**config.mk**
```make
export PLATFORM = sky130hd
export DESIGN_NAME = ddr_refresh_seq
export DESIGN_NICKNAME = d
export VERILOG_FILES = /design/src/rtl/refseq_pkg.sv /design/src/rtl/refseq_dpath.sv /design/src/rtl/refseq_ctrl.sv /design/src/rtl/ddr_refresh_seq.sv
export SDC_FILE = /design/constraint.sdc
export NUM_CORES = 1
export LEC_CHECK = 0
export ABC_AREA = 1
export CELL_PAD_IN_SITES_DETAIL_PLACEMENT = 0
export CELL_PAD_IN_SITES_GLOBAL_PLACEMENT = 2
export CORE_ASPECT_RATIO = 0.8
export CORE_MARGIN = 5
export CORE_UTILIZATION = 34
export CTS_CLUSTER_SIZE = 14
export DETAILED_ROUTE_END_ITERATION = 12
export MAX_ROUTING_LAYER = met4
export PLACE_DENSITY_LB_ADDON = 0.2
export SKIP_CTS_REPAIR_TIMING = 1
export SYNTH_ARGS = -nofsm -noshare
export SYNTH_HDL_FRONTEND = slang
export SYNTH_HIERARCHICAL = 1
export SYNTH_SLANG_ARGS = --single-unit
```
**constraint.sdc**
```tcl
create_clock -name clk -period 4.4 [get_ports clk]
set_input_delay 0.88 -clock clk [delete_from_list [all_inputs] [get_ports clk]]
set_output_delay 0.88 -clock clk [all_outputs]
set_load 0.1 [all_outputs]
```
**src/rtl/refseq_pkg.sv**
```systemverilog
package refseq_pkg;

  typedef enum logic [2:0] {
    ST_IDLE, ST_PRE, ST_WRP, ST_AREF, ST_WRFC, ST_SRE, ST_SELF, ST_XNOP
  } seqState_t;

  typedef enum logic [1:0] {TM_RP, TM_RFC, TM_XSNR} timerSel_t;

  typedef struct packed {
    logic      timerLoad;
    timerSel_t timerSel;
    logic      arIssue;
    logic      srEnter;
    logic      srHold;
    logic      exitStart;
  } seqStrobe_t;

  // {csN, rasN, casN, weN}
  localparam logic [3:0] CMD_NOP  = 4'b0111;
  localparam logic [3:0] CMD_INH  = 4'b1111;
  localparam logic [3:0] CMD_PRE  = 4'b0010;
  localparam logic [3:0] CMD_AREF = 4'b0001;

endpackage

```
**src/rtl/refseq_dpath.sv**
```systemverilog
module refseq_dpath
  import refseq_pkg::*;
#(
  parameter int TRP      = 3,
  parameter int TRFC     = 9,
  parameter int TXSNR    = 12,
  parameter int TXSRD    = 200,
  parameter int DLL_LOCK = 200,
  parameter int TREFI    = 780,
  parameter int MAX_PEND = 4
) (
  input  logic       clk,
  input  logic       rstN,
  input  seqStrobe_t strb,
  output logic       timerZero,
  output logic       pendFull,
  output logic       pendZero,
  output logic       dllLocked,
  output logic       dllRstReq
);

  localparam int TW = $clog2(TRP + TRFC + TXSNR + 1);
  localparam int IW = $clog2(TREFI);
  localparam int PW = $clog2(MAX_PEND + 1);
  localparam int XW = $clog2(TXSRD + DLL_LOCK + 1);

  // wait timer: loaded by control, counts down to zero
  logic [TW-1:0] timer, loadVal;

  always_comb begin
    case (strb.timerSel)
      TM_RP:   loadVal = TW'(TRP - 2);
      TM_RFC:  loadVal = TW'(TRFC - 2);
      default: loadVal = TW'(TXSNR - 1);
    endcase
  end

  always_ff @(posedge clk) begin
    if (!rstN)               timer <= '0;
    else if (strb.timerLoad) timer <= loadVal;
    else if (timer != '0)    timer <= timer - 1'b1;
  end
  assign timerZero = (timer == '0);

  // refresh interval and owed-refresh count
  logic [IW-1:0] intCnt;
  logic [PW-1:0] pend, pendNext;
  logic          tick;

  assign tick = !strb.srHold && (intCnt == IW'(TREFI - 1));

  always_ff @(posedge clk) begin
    if (!rstN || strb.srHold) intCnt <= '0;
    else if (tick)            intCnt <= '0;
    else                      intCnt <= intCnt + 1'b1;
  end

  always_comb begin
    int nx;
    nx = int'(pend) + int'(tick) - int'(strb.arIssue);
    if (nx > MAX_PEND) nx = MAX_PEND;
    if (nx < 0)        nx = 0;
    pendNext = PW'(nx);
  end

  always_ff @(posedge clk) begin
    if (!rstN || strb.srEnter) pend <= '0;
    else                       pend <= pendNext;
  end
  assign pendFull = (pend == PW'(MAX_PEND));
  assign pendZero = (pend == '0);

  // exit tracker: DLL reset request, then lock time before READ
  logic [XW-1:0] xCnt;
  logic          xActive;

  always_ff @(posedge clk) begin
    if (!rstN) begin
      xCnt <= '0; xActive <= 1'b0; dllLocked <= 1'b1;
    end else if (strb.srEnter) begin
      xActive <= 1'b0; dllLocked <= 1'b0;
    end else if (strb.exitStart) begin
      xActive <= 1'b1; xCnt <= '0;
    end else if (xActive) begin
      xCnt <= xCnt + 1'b1;
      if (xCnt == XW'(TXSRD + DLL_LOCK - 1)) begin
        dllLocked <= 1'b1; xActive <= 1'b0;
      end
    end
  end
  assign dllRstReq = xActive && (xCnt == XW'(TXSRD));

  // checker state: a DLL reset has been requested since entry
  logic rstSeen;
  always_ff @(posedge clk) begin
    if (!rstN || strb.srEnter) rstSeen <= 1'b0;
    else if (dllRstReq)        rstSeen <= 1'b1;
  end

  AST_PEND_LIMIT: assert property (@(posedge clk) disable iff (!rstN)
    pend <= PW'(MAX_PEND));
  AST_DLL_AFTER_RST: assert property (@(posedge clk) disable iff (!rstN)
    $rose(dllLocked) |-> rstSeen);

endmodule

```
**src/rtl/refseq_ctrl.sv**
```systemverilog
module refseq_ctrl
  import refseq_pkg::*;
#(
  parameter int NBANK = 4,
  parameter int TRP   = 3,
  parameter int TRFC  = 9,
  parameter int BW    = 2
) (
  input  logic             clk,
  input  logic             rstN,
  input  logic             srEnterReq,
  input  logic             srExitReq,
  input  logic             clkStable,
  input  logic [NBANK-1:0] bankOpen,
  input  logic             timerZero,
  input  logic             pendFull,
  input  logic             pendZero,
  output seqStrobe_t       strb,
  output logic [3:0]       cmdBus,
  output logic             addrAp,
  output logic [BW-1:0]    bankAddr,
  output logic             cke,
  output logic             cmdAllowed,
  output logic             srAck
);

  localparam int AW = $clog2(TRFC + 1);
  localparam int RW = $clog2(TRP + 1);

  seqState_t st, nxt;
  logic goSr, ackSet, startRef, startSr;
  logic openAny, openMany;
  logic [BW-1:0] openIdx;

  always_comb begin
    int cnt;
    cnt = 0;
    openIdx = '0;
    for (int i = 0; i < NBANK; i++) begin
      if (bankOpen[i]) begin
        cnt++;
        openIdx = BW'(i);
      end
    end
    openAny  = (cnt != 0);
    openMany = (cnt > 1);
  end

  assign startRef = (st == ST_IDLE) && pendFull;
  assign startSr  = (st == ST_IDLE) && srEnterReq && !pendFull;

  always_comb begin
    nxt = st;
    ackSet = 1'b0;
    strb.timerLoad = 1'b0;
    strb.timerSel  = TM_RP;
    strb.arIssue   = 1'b0;
    strb.srEnter   = 1'b0;
    strb.srHold    = 1'b0;
    strb.exitStart = 1'b0;
    case (st)
      ST_IDLE:
        if (startRef || startSr)
          nxt = openAny ? ST_PRE : (startSr ? ST_SRE : ST_AREF);
      ST_PRE: begin
        strb.timerLoad = 1'b1;
        strb.timerSel  = TM_RP;
        nxt = ST_WRP;
      end
      ST_WRP:
        if (timerZero) nxt = goSr ? ST_SRE : ST_AREF;
      ST_AREF: begin
        strb.arIssue   = 1'b1;
        strb.timerLoad = 1'b1;
        strb.timerSel  = TM_RFC;
        nxt = ST_WRFC;
      end
      ST_WRFC:
        if (timerZero) nxt = pendZero ? ST_IDLE : ST_AREF;
      ST_SRE: begin
        strb.srEnter = 1'b1;
        strb.srHold  = 1'b1;
        ackSet = 1'b1;
        nxt = ST_SELF;
      end
      ST_SELF: begin
        strb.srHold = 1'b1;
        if (srExitReq && clkStable) begin
          strb.exitStart = 1'b1;
          strb.timerLoad = 1'b1;
          strb.timerSel  = TM_XSNR;
          nxt = ST_XNOP;
        end
      end
      default:
        if (timerZero) begin
          nxt = ST_IDLE;
          ackSet = 1'b1;
        end
    endcase
  end

  always_ff @(posedge clk) begin
    if (!rstN) begin
      st <= ST_IDLE; goSr <= 1'b0; srAck <= 1'b0;
    end else begin
      st <= nxt;
      srAck <= ackSet;
      if (startRef || startSr) goSr <= startSr;
    end
  end

  always_comb begin
    cmdBus = CMD_NOP;
    cke = 1'b1;
    addrAp = 1'b0;
    bankAddr = '0;
    case (st)
      ST_PRE: begin
        cmdBus = CMD_PRE;
        addrAp = openMany;
        bankAddr = openMany ? '0 : openIdx;
      end
      ST_AREF: cmdBus = CMD_AREF;
      ST_SRE:  begin cmdBus = CMD_AREF; cke = 1'b0; end
      ST_SELF: begin cmdBus = CMD_INH;  cke = 1'b0; end
      default: ;
    endcase
  end

  assign cmdAllowed = (st == ST_IDLE) && !startRef && !startSr;

  // checker counters: cycles since the last refresh and precharge command
  logic [AW-1:0] arCnt;
  logic [RW-1:0] preCnt;
  always_ff @(posedge clk) begin
    if (!rstN) begin
      arCnt <= AW'(TRFC); preCnt <= RW'(TRP);
    end else begin
      if (cmdBus == CMD_AREF)      arCnt <= '0;
      else if (arCnt < AW'(TRFC))  arCnt <= arCnt + 1'b1;
      if (cmdBus == CMD_PRE)       preCnt <= '0;
      else if (preCnt < RW'(TRP))  preCnt <= preCnt + 1'b1;
    end
  end

  AST_RFC_QUIET: assert property (@(posedge clk) disable iff (!rstN)
    (arCnt < AW'(TRFC - 1)) |-> (cmdBus == CMD_NOP || cmdBus[3]));
  AST_RFC_GAP: assert property (@(posedge clk) disable iff (!rstN)
    (cmdBus == CMD_AREF) |-> (arCnt >= AW'(TRFC - 1)));
  AST_TRP_GAP: assert property (@(posedge clk) disable iff (!rstN)
    (cmdBus == CMD_AREF) |-> (preCnt >= RW'(TRP - 1)));
  AST_CKE_RFC: assert property (@(posedge clk) disable iff (!rstN)
    (arCnt < AW'(TRFC - 1)) && $past(cke) |-> cke);
  AST_CKE_RISE: assert property (@(posedge clk) disable iff (!rstN)
    $rose(cke) |-> $past(clkStable));
  AST_ACK_PULSE: assert property (@(posedge clk) disable iff (!rstN)
    srAck |=> !srAck);

endmodule

```
**src/rtl/ddr_refresh_seq.sv**
```systemverilog
module ddr_refresh_seq
  import refseq_pkg::*;
#(
  parameter int NBANK    = 4,
  parameter int TRP      = 3,
  parameter int TRFC     = 9,
  parameter int TXSNR    = 12,
  parameter int TXSRD    = 200,
  parameter int DLL_LOCK = 200,
  parameter int TREFI    = 780,
  parameter int MAX_PEND = 4,
  localparam int BW      = $clog2(NBANK)
) (
  input  logic             clk,
  input  logic             rstN,
  input  logic             srEnterReq,
  input  logic             srExitReq,
  output logic             srAck,
  input  logic             clkStable,
  input  logic [NBANK-1:0] bankOpen,
  output logic             csN,
  output logic             rasN,
  output logic             casN,
  output logic             weN,
  output logic             addrAp,
  output logic [BW-1:0]    bankAddr,
  output logic             cke,
  output logic             cmdAllowed,
  output logic             readAllowed,
  output logic             dllRstReq
);

  seqStrobe_t strb;
  logic timerZero, pendFull, pendZero, dllLocked;
  logic [3:0] cmdBus;

  refseq_ctrl #(.NBANK(NBANK), .TRP(TRP), .TRFC(TRFC), .BW(BW)) uCtrl (
    .clk(clk), .rstN(rstN), .srEnterReq(srEnterReq), .srExitReq(srExitReq),
    .clkStable(clkStable), .bankOpen(bankOpen), .timerZero(timerZero),
    .pendFull(pendFull), .pendZero(pendZero), .strb(strb), .cmdBus(cmdBus),
    .addrAp(addrAp), .bankAddr(bankAddr), .cke(cke),
    .cmdAllowed(cmdAllowed), .srAck(srAck)
  );

  refseq_dpath #(.TRP(TRP), .TRFC(TRFC), .TXSNR(TXSNR), .TXSRD(TXSRD),
                 .DLL_LOCK(DLL_LOCK), .TREFI(TREFI), .MAX_PEND(MAX_PEND)) uDpath (
    .clk(clk), .rstN(rstN), .strb(strb), .timerZero(timerZero),
    .pendFull(pendFull), .pendZero(pendZero), .dllLocked(dllLocked),
    .dllRstReq(dllRstReq)
  );

  assign {csN, rasN, casN, weN} = cmdBus;
  assign readAllowed = cmdAllowed && dllLocked;

endmodule

```
# Word-level counts from Yosys, hierarchy flattened
# Cells that the tools add are included.
word_totals:
  reg_bits: 34
  inputBits: 9
  out_inout_bits: 12
  wordCells: 119
classes:
  addsub: 8
  order_cmp: 3
  n_eq_ne: 16
  n_mux: 44
  bitwise_logic: 2
  reduce_logical: 37
ops:
  columns: ["cell", "n"]
  rows:
  - ["$mux W32", 4]
  - ["$add A32 B2 Y32 const B", 2]
  - ["$gt A32 B2 Y1 const B", 1]
  - ["$gt A32 B4 Y1 const B", 1]
  - ["$lt A32 B1 Y1 const B", 1]
  - ["$reduce_bool A32 Y1", 1]
  - ["$sub A32 B2 Y32", 1]
  - ["$mux W3", 9]
  - ["$pmux W3 S7", 1]
  - ["$mux W9", 2]
  - ["$mux W1", 17]
  - ["$eq A3 B3 Y1 const B", 4]
  - ["$pmux W4 S3", 1]
  - ["$add A10 B1 Y10 const B", 1]
  - ["$eq A10 B10 Y1 const B", 1]
  - ["$mux W2", 5]
  - ["$mux W5", 2]
  - ["$reduce_or A2 Y1", 5]
  - ["$add A9 B1 Y9 const B", 1]
  - ["$eq A9 B8 Y1 const B", 1]
  - ["$eq A9 B9 Y1 const B", 1]
  - ["$logic_and A1 B1 Y1", 9]
  - ["$pmux W3 S3", 1]
  - ["$pmux W4 S2", 1]
  - ["22 further kinds", 37]

# Depth between registers and ports, before layout
logic_depth:
  ltp_word: 11
  ltp_mapped: 20
  depth_no_buf: 20

# Cells and area by module
# The synthesis kept the hierarchy.
modules_own_cells:
  columns: ["mod", "instances", "cells_each", "area_per_inst_um2", "seq_area_each_um2"]
  rows:
  - ["refseq_dpath", 1, 234, 1600.3, 580.6]
  - ["refseq_ctrl", 1, 108, 621.8, 100.1]
  - ["ddr_refresh_seq", 1, 2, 7.5, 0.0]

# Worst setup path after synthesis
# OpenSTA, ideal clock, no wires.
synth_path:
  kind: "input -> output"
  start: "in bankOpen[0]"
  end: "out bankAddr[1]"
  arrival_time_ns: 3.648
  required_time_ns: 3.520
  slack_ns: -0.128
  stages: 12
  n_path_buf: 0
  path_cell_list: "inv_1 > ha_1 > inv_1 > nand2_1 > nand2_1 > inv_1 > ha_1 > or2_1 > nand2_1 > and2_1 > nand2_1 > a21oi_1"
synth_between:
  elab_chain_len: 10
synth_lines:
  columns: ["element", "line_no", "text"]
  rows:
  - ["from (decl)", "ddr_refresh_seq.sv:20", "input logic [NBANK-1:0] bankOpen,"]
  - ["$mux W1 *", "refseq_ctrl.sv:40", "if (bankOpen[i]) begin"]
  - ["$add A1 B1 Y2", "refseq_ctrl.sv:41", "cnt++;"]
  - ["$mux W32 *", "refseq_ctrl.sv:40", null]
  - ["$add A32 B2 Y32", "refseq_ctrl.sv:41", null]
  - ["$mux W32 *", "refseq_ctrl.sv:40", null]
  - ["$add A32 B2 Y32", "refseq_ctrl.sv:41", null]
  - ["$mux W32 *", "refseq_ctrl.sv:40", null]
  - ["$gt A32 B2 Y1 *", "refseq_ctrl.sv:46", "openMany = (cnt > 1);"]
  - ["$mux W2 *", "refseq_ctrl.sv:122", "bankAddr = openMany ? '0 : openIdx;"]
  - ["$mux W2 *", "refseq_ctrl.sv:118", "case (st)"]
  - ["to (decl)", "ddr_refresh_seq.sv:26", "output logic [BW-1:0] bankAddr,"]
# Every way passes the cells marked *; elsewhere a longest branch is shown, timed or not.

# Worst setup path after layout
layout_path:
  start: "in bankOpen[1]"
  end: "out bankAddr[0]"
layout_between:
  elab_chain_len: 8
  word_cells_on_any_way: 11
  cone_classes: "add/sub (2); order compare (1); mux (8)"
layout_lines:
  columns: ["element", "line_no"]
  rows:
  - ["$mux W32", "refseq_ctrl.sv:40"]
  - ["$add A32 B2 Y32", "refseq_ctrl.sv:41"]
  - ["$mux W32", "refseq_ctrl.sv:40"]
  - ["$add A32 B2 Y32", "refseq_ctrl.sv:41"]
  - ["$mux W32", "refseq_ctrl.sv:40"]
  - ["$gt A32 B2 Y1", "refseq_ctrl.sv:46"]
  - ["$mux W2 *", "refseq_ctrl.sv:122"]
  - ["$mux W2 *", "refseq_ctrl.sv:118"]
# Marked as above.

==> results.py <==
metrics = {
    "outcome": {
        "status": "completed",
    },
    "logic_synthesis": {
        "yosysSeqAreaShare_pct": 30.5,
        "synth_nets": 366,
        "ys.flop_type": "dfxtp_1",
        "postSynthCellCount": 344,
        "synth_edf_count": 0,
        "synth.area.top_cells": "dfxtp_1 31%, nand2_1 12%, inv_1 9.9%, ha_1 7.3%, nor2_1 7.1%",
        "ys_types": 31,
        "ys_async_sr_fraction_pct": 0,
        "ys_ff_latch": 34,
        "netlist_area_mm2": 0.00223,
        "synth_top_area_cell": "dfxtp_1",
        "avgSynthCellArea_um2": 6.48,
        "synth_top_area_share_pct": 30.5,
        "yosysWarnings": 6,
    },
    "floorplan": {
        "core.rowCount": 26,
        "ios": 21,
        "fp.dieH_um": 82.4,
        "fp.dieW_um": 101,
        "initial_core_util_pct": 35.0,
        "die-area_mm2": 0.00829,
        "core_mm2": 0.00638,
    },
    "hold_path": {
        "holdPathEnd": "uDpath/intCnt[0]",
        "hp-start": "uDpath/intCnt[0]",
        "hp-class": "flop to flop",
        "min_path_cells": 1,
    },
    "drt": {
        "drt_wl_total_um": 4690,
        "first_pass_iters": 4,
        "vias_per_cell": 4.50,
        "wl_per_cell_um": 10.3,
        "drc": 0,
        "drt-initial-drc-count": 58,
        "ant_nets": 0,
        "via_count": 2037,
    },
    "cells_and_area": {
        "num_antenna_cells": 0,
        "ff_latch_area_um2": 681,
        "final_common_cell": "nand2_1",
        "syn_to_final_growth_pct": 18.9,
        "drive_gt1_share_pct": 11.9,
        "layoutNonFillerInstCount": 453,
        "fillerInstances": 686,
        "nets": 390,
        "multiInputGateArea_mm2": 0.00127,
        "layout_common_cells": "71 x nand2_1, 59 x inv_1, 42 x nor2_1, 34 x dfxtp_1, 25 x a21oi_1",
    },
    "sta": {
        "finClkSkew_ns": 0.00924,
        "fin_crit_ns": 4.04,
        "fmax_mhz": 247,
        "drv_slew": 0,
        "setup_viol": 0,
        "finalHoldViolCount": 0,
        "worst_slew_pin_slew_ns": 0.968,
        "max-slew-margin-rel_pct": 35.3,
        "setup_tns_ns": 0,
        "post-route-period-util_pct": 91.9,
        "grt_setup_unrepaired": "false",
    },
    "global_route": {
        "gr-total-overflow": 0,
        "grt_pass1_vias": 1878,
        "grt-busiest-layer": "met2",
        "use_met2_pct": 20.0,
        "antenna_found_initial": 0,
        "grt_max_degree": 13,
        "grt_usage_pct": 12.6,
        "use_met3_pct": 2.85,
        "grt_pass1_wl_um": 8280,
        "gr-usage-met1_pct": 16.6,
    },
    "clock_network": {
        "clock_path_buffers": 2,
        "clkLatencyLatePin_ns": 0.29,
        "cts-root-buf": "clkbuf_8",
        "cts_made_buffers": 5,
        "cts_tree": "yes",
        "cts_sinks": 34,
        "clk_pin_slew_worst_paths_ns": 0.08,
        "cts_htree_levels": 2,
    },
    "setup_path": {
        "cp.required_ns": 3.52,
        "cp-start-kind": "primary input",
        "crit_fanout": 3,
        "critPathKind": "primary input to output port",
        "reg2reg_setup_slack_ns": 1.57,
        "r2r_cells": 18,
        "rr_endpoint": "uDpath/pend[0]",
        "crit_arrival_ns": 3.16,
        "reg2reg_from": "uCtrl/st[2]",
        "cp-startpoint": "bankOpen[1]",
        "cp-end-kind": "output port",
    },
    "place": {
        "hpwl_um": 3730,
        "portBuffers": 20,
        "routabilityCongestion": 0.793,
        "placedCellCount": 445,
    },
    "power": {
        "sequentialPowerShare_pct": 27.2,
        "p_int_uw": 765,
        "power_switching_uw": 758,
        "p_per_area_mw_per_mm2": 574,
        "clkPwrFrac_pct": 19.4,
        "ir_worst_vdd_mv": 0.234,
        "p_leak_uw": 0.00118,
        "combPwrFrac_pct": 53.4,
        "switching_share_pct": 49.7,
    },
    "run": {
        "max_cap_viol_count": 0,
    },
}
==> power by group through the flow <==
stage          sequential [uW]  combinational (uW)  clock (uW)
5_1_grt                    423                 897         322
2_1_floorplan              396                 679           0
3_3_place_gp               422                 825           0
3_5_place_dp               422                 817           0
4_1_cts                    414                 819         306
6_report                   414                 813         295
==> area by class of cell <==
cell class	instances	area share (%)
multi-input combinational	239	47.9
sequential	34	25.7
inverter	68	9.63
timing repair buffer	20	8.49
tap	84	3.96
clock buffer	5	2.60
clock inverter	3	1.70
==> state kept, by name, indices dropped and copies added (netlist names) <==
name,cells
uCtrl/goSr,1
uCtrl/srAck,1
uCtrl/st,3
uDpath/dllLocked,1
uDpath/intCnt,10
uDpath/pend,3
uDpath/timer,5
uDpath/xActive,1
uDpath/xCnt,9
==> through the flow <==
stage / hold slack (ns) / utilization (%) / setup slack (ns) / power (uW) / area (um^2)
floorplan: 0.418 / - / 0.0488 / 1070 / 2230
global placement: 0.433 / 39.8 / 0.362 / 1250 / 2540
detailed placement: 0.441 / 39.8 / 0.333 / 1240 / 2540
CTS: 0.461 / 41.6 / 0.327 / 1540 / 2650
global route: 0.500 / 41.6 / 0.162 / 1640 / 2650
finish: 0.454 / 41.6 / 0.355 / 1520 / 2650
==> how the worst max path moves through the flow <==
stage,slack (ns),end
final,0.36,bankAddr[0]
after global routing,0.16,bankAddr[0]
after global placement,0.36,bankAddr[0]
after detailed placement,0.33,bankAddr[0]
after CTS,0.33,bankAddr[0]
after floorplan,0.05,dllRstReq
==> kinds of logic after synthesis <==
logic type      after synthesis  synth area share [%]
compound gates               45                  11.0
xor+xnor                      4                  1.57
buf+inv                      71                  12.6
simple gates                177                  37.0
flops                        34                  30.5
fa+ha+maj                    13                  7.30
==> synthesized netlist by cell type (all sizes together) (2+ instances only) <==
master / instances
xor2: 4
nand3b: 3
a21oi: 26
o21ai: 12
o22ai: 2
inv: 68
a31oi: 2
nand4: 6
nor3: 13
buf: 2
ha: 13
nor2: 53
nand3: 23
dfxtp: 34
nand2: 76
==> critical path, cell delays in order <==
cell             delay [ns]
clkdlybuf4s50_1        0.50
inv_1                  0.05
ha_1                   0.30
inv_1                  0.06
nand2_1                0.05
nand2_1                0.07
inv_1                  0.04
ha_1                   0.27
or2_1                  0.22
nand2_1                0.09
and2_1                 0.15
nand2_1                0.08
nor2_1                 0.18
buf_12                 0.20
==> layer usage <==
layer	vias to the layer above	share of wire, %
li1	1138	-
met1	879	54
met2	16	43
met3	4	3.0
met4	0	0.73
met5	-	0
(Power assumes the default switching activity.)
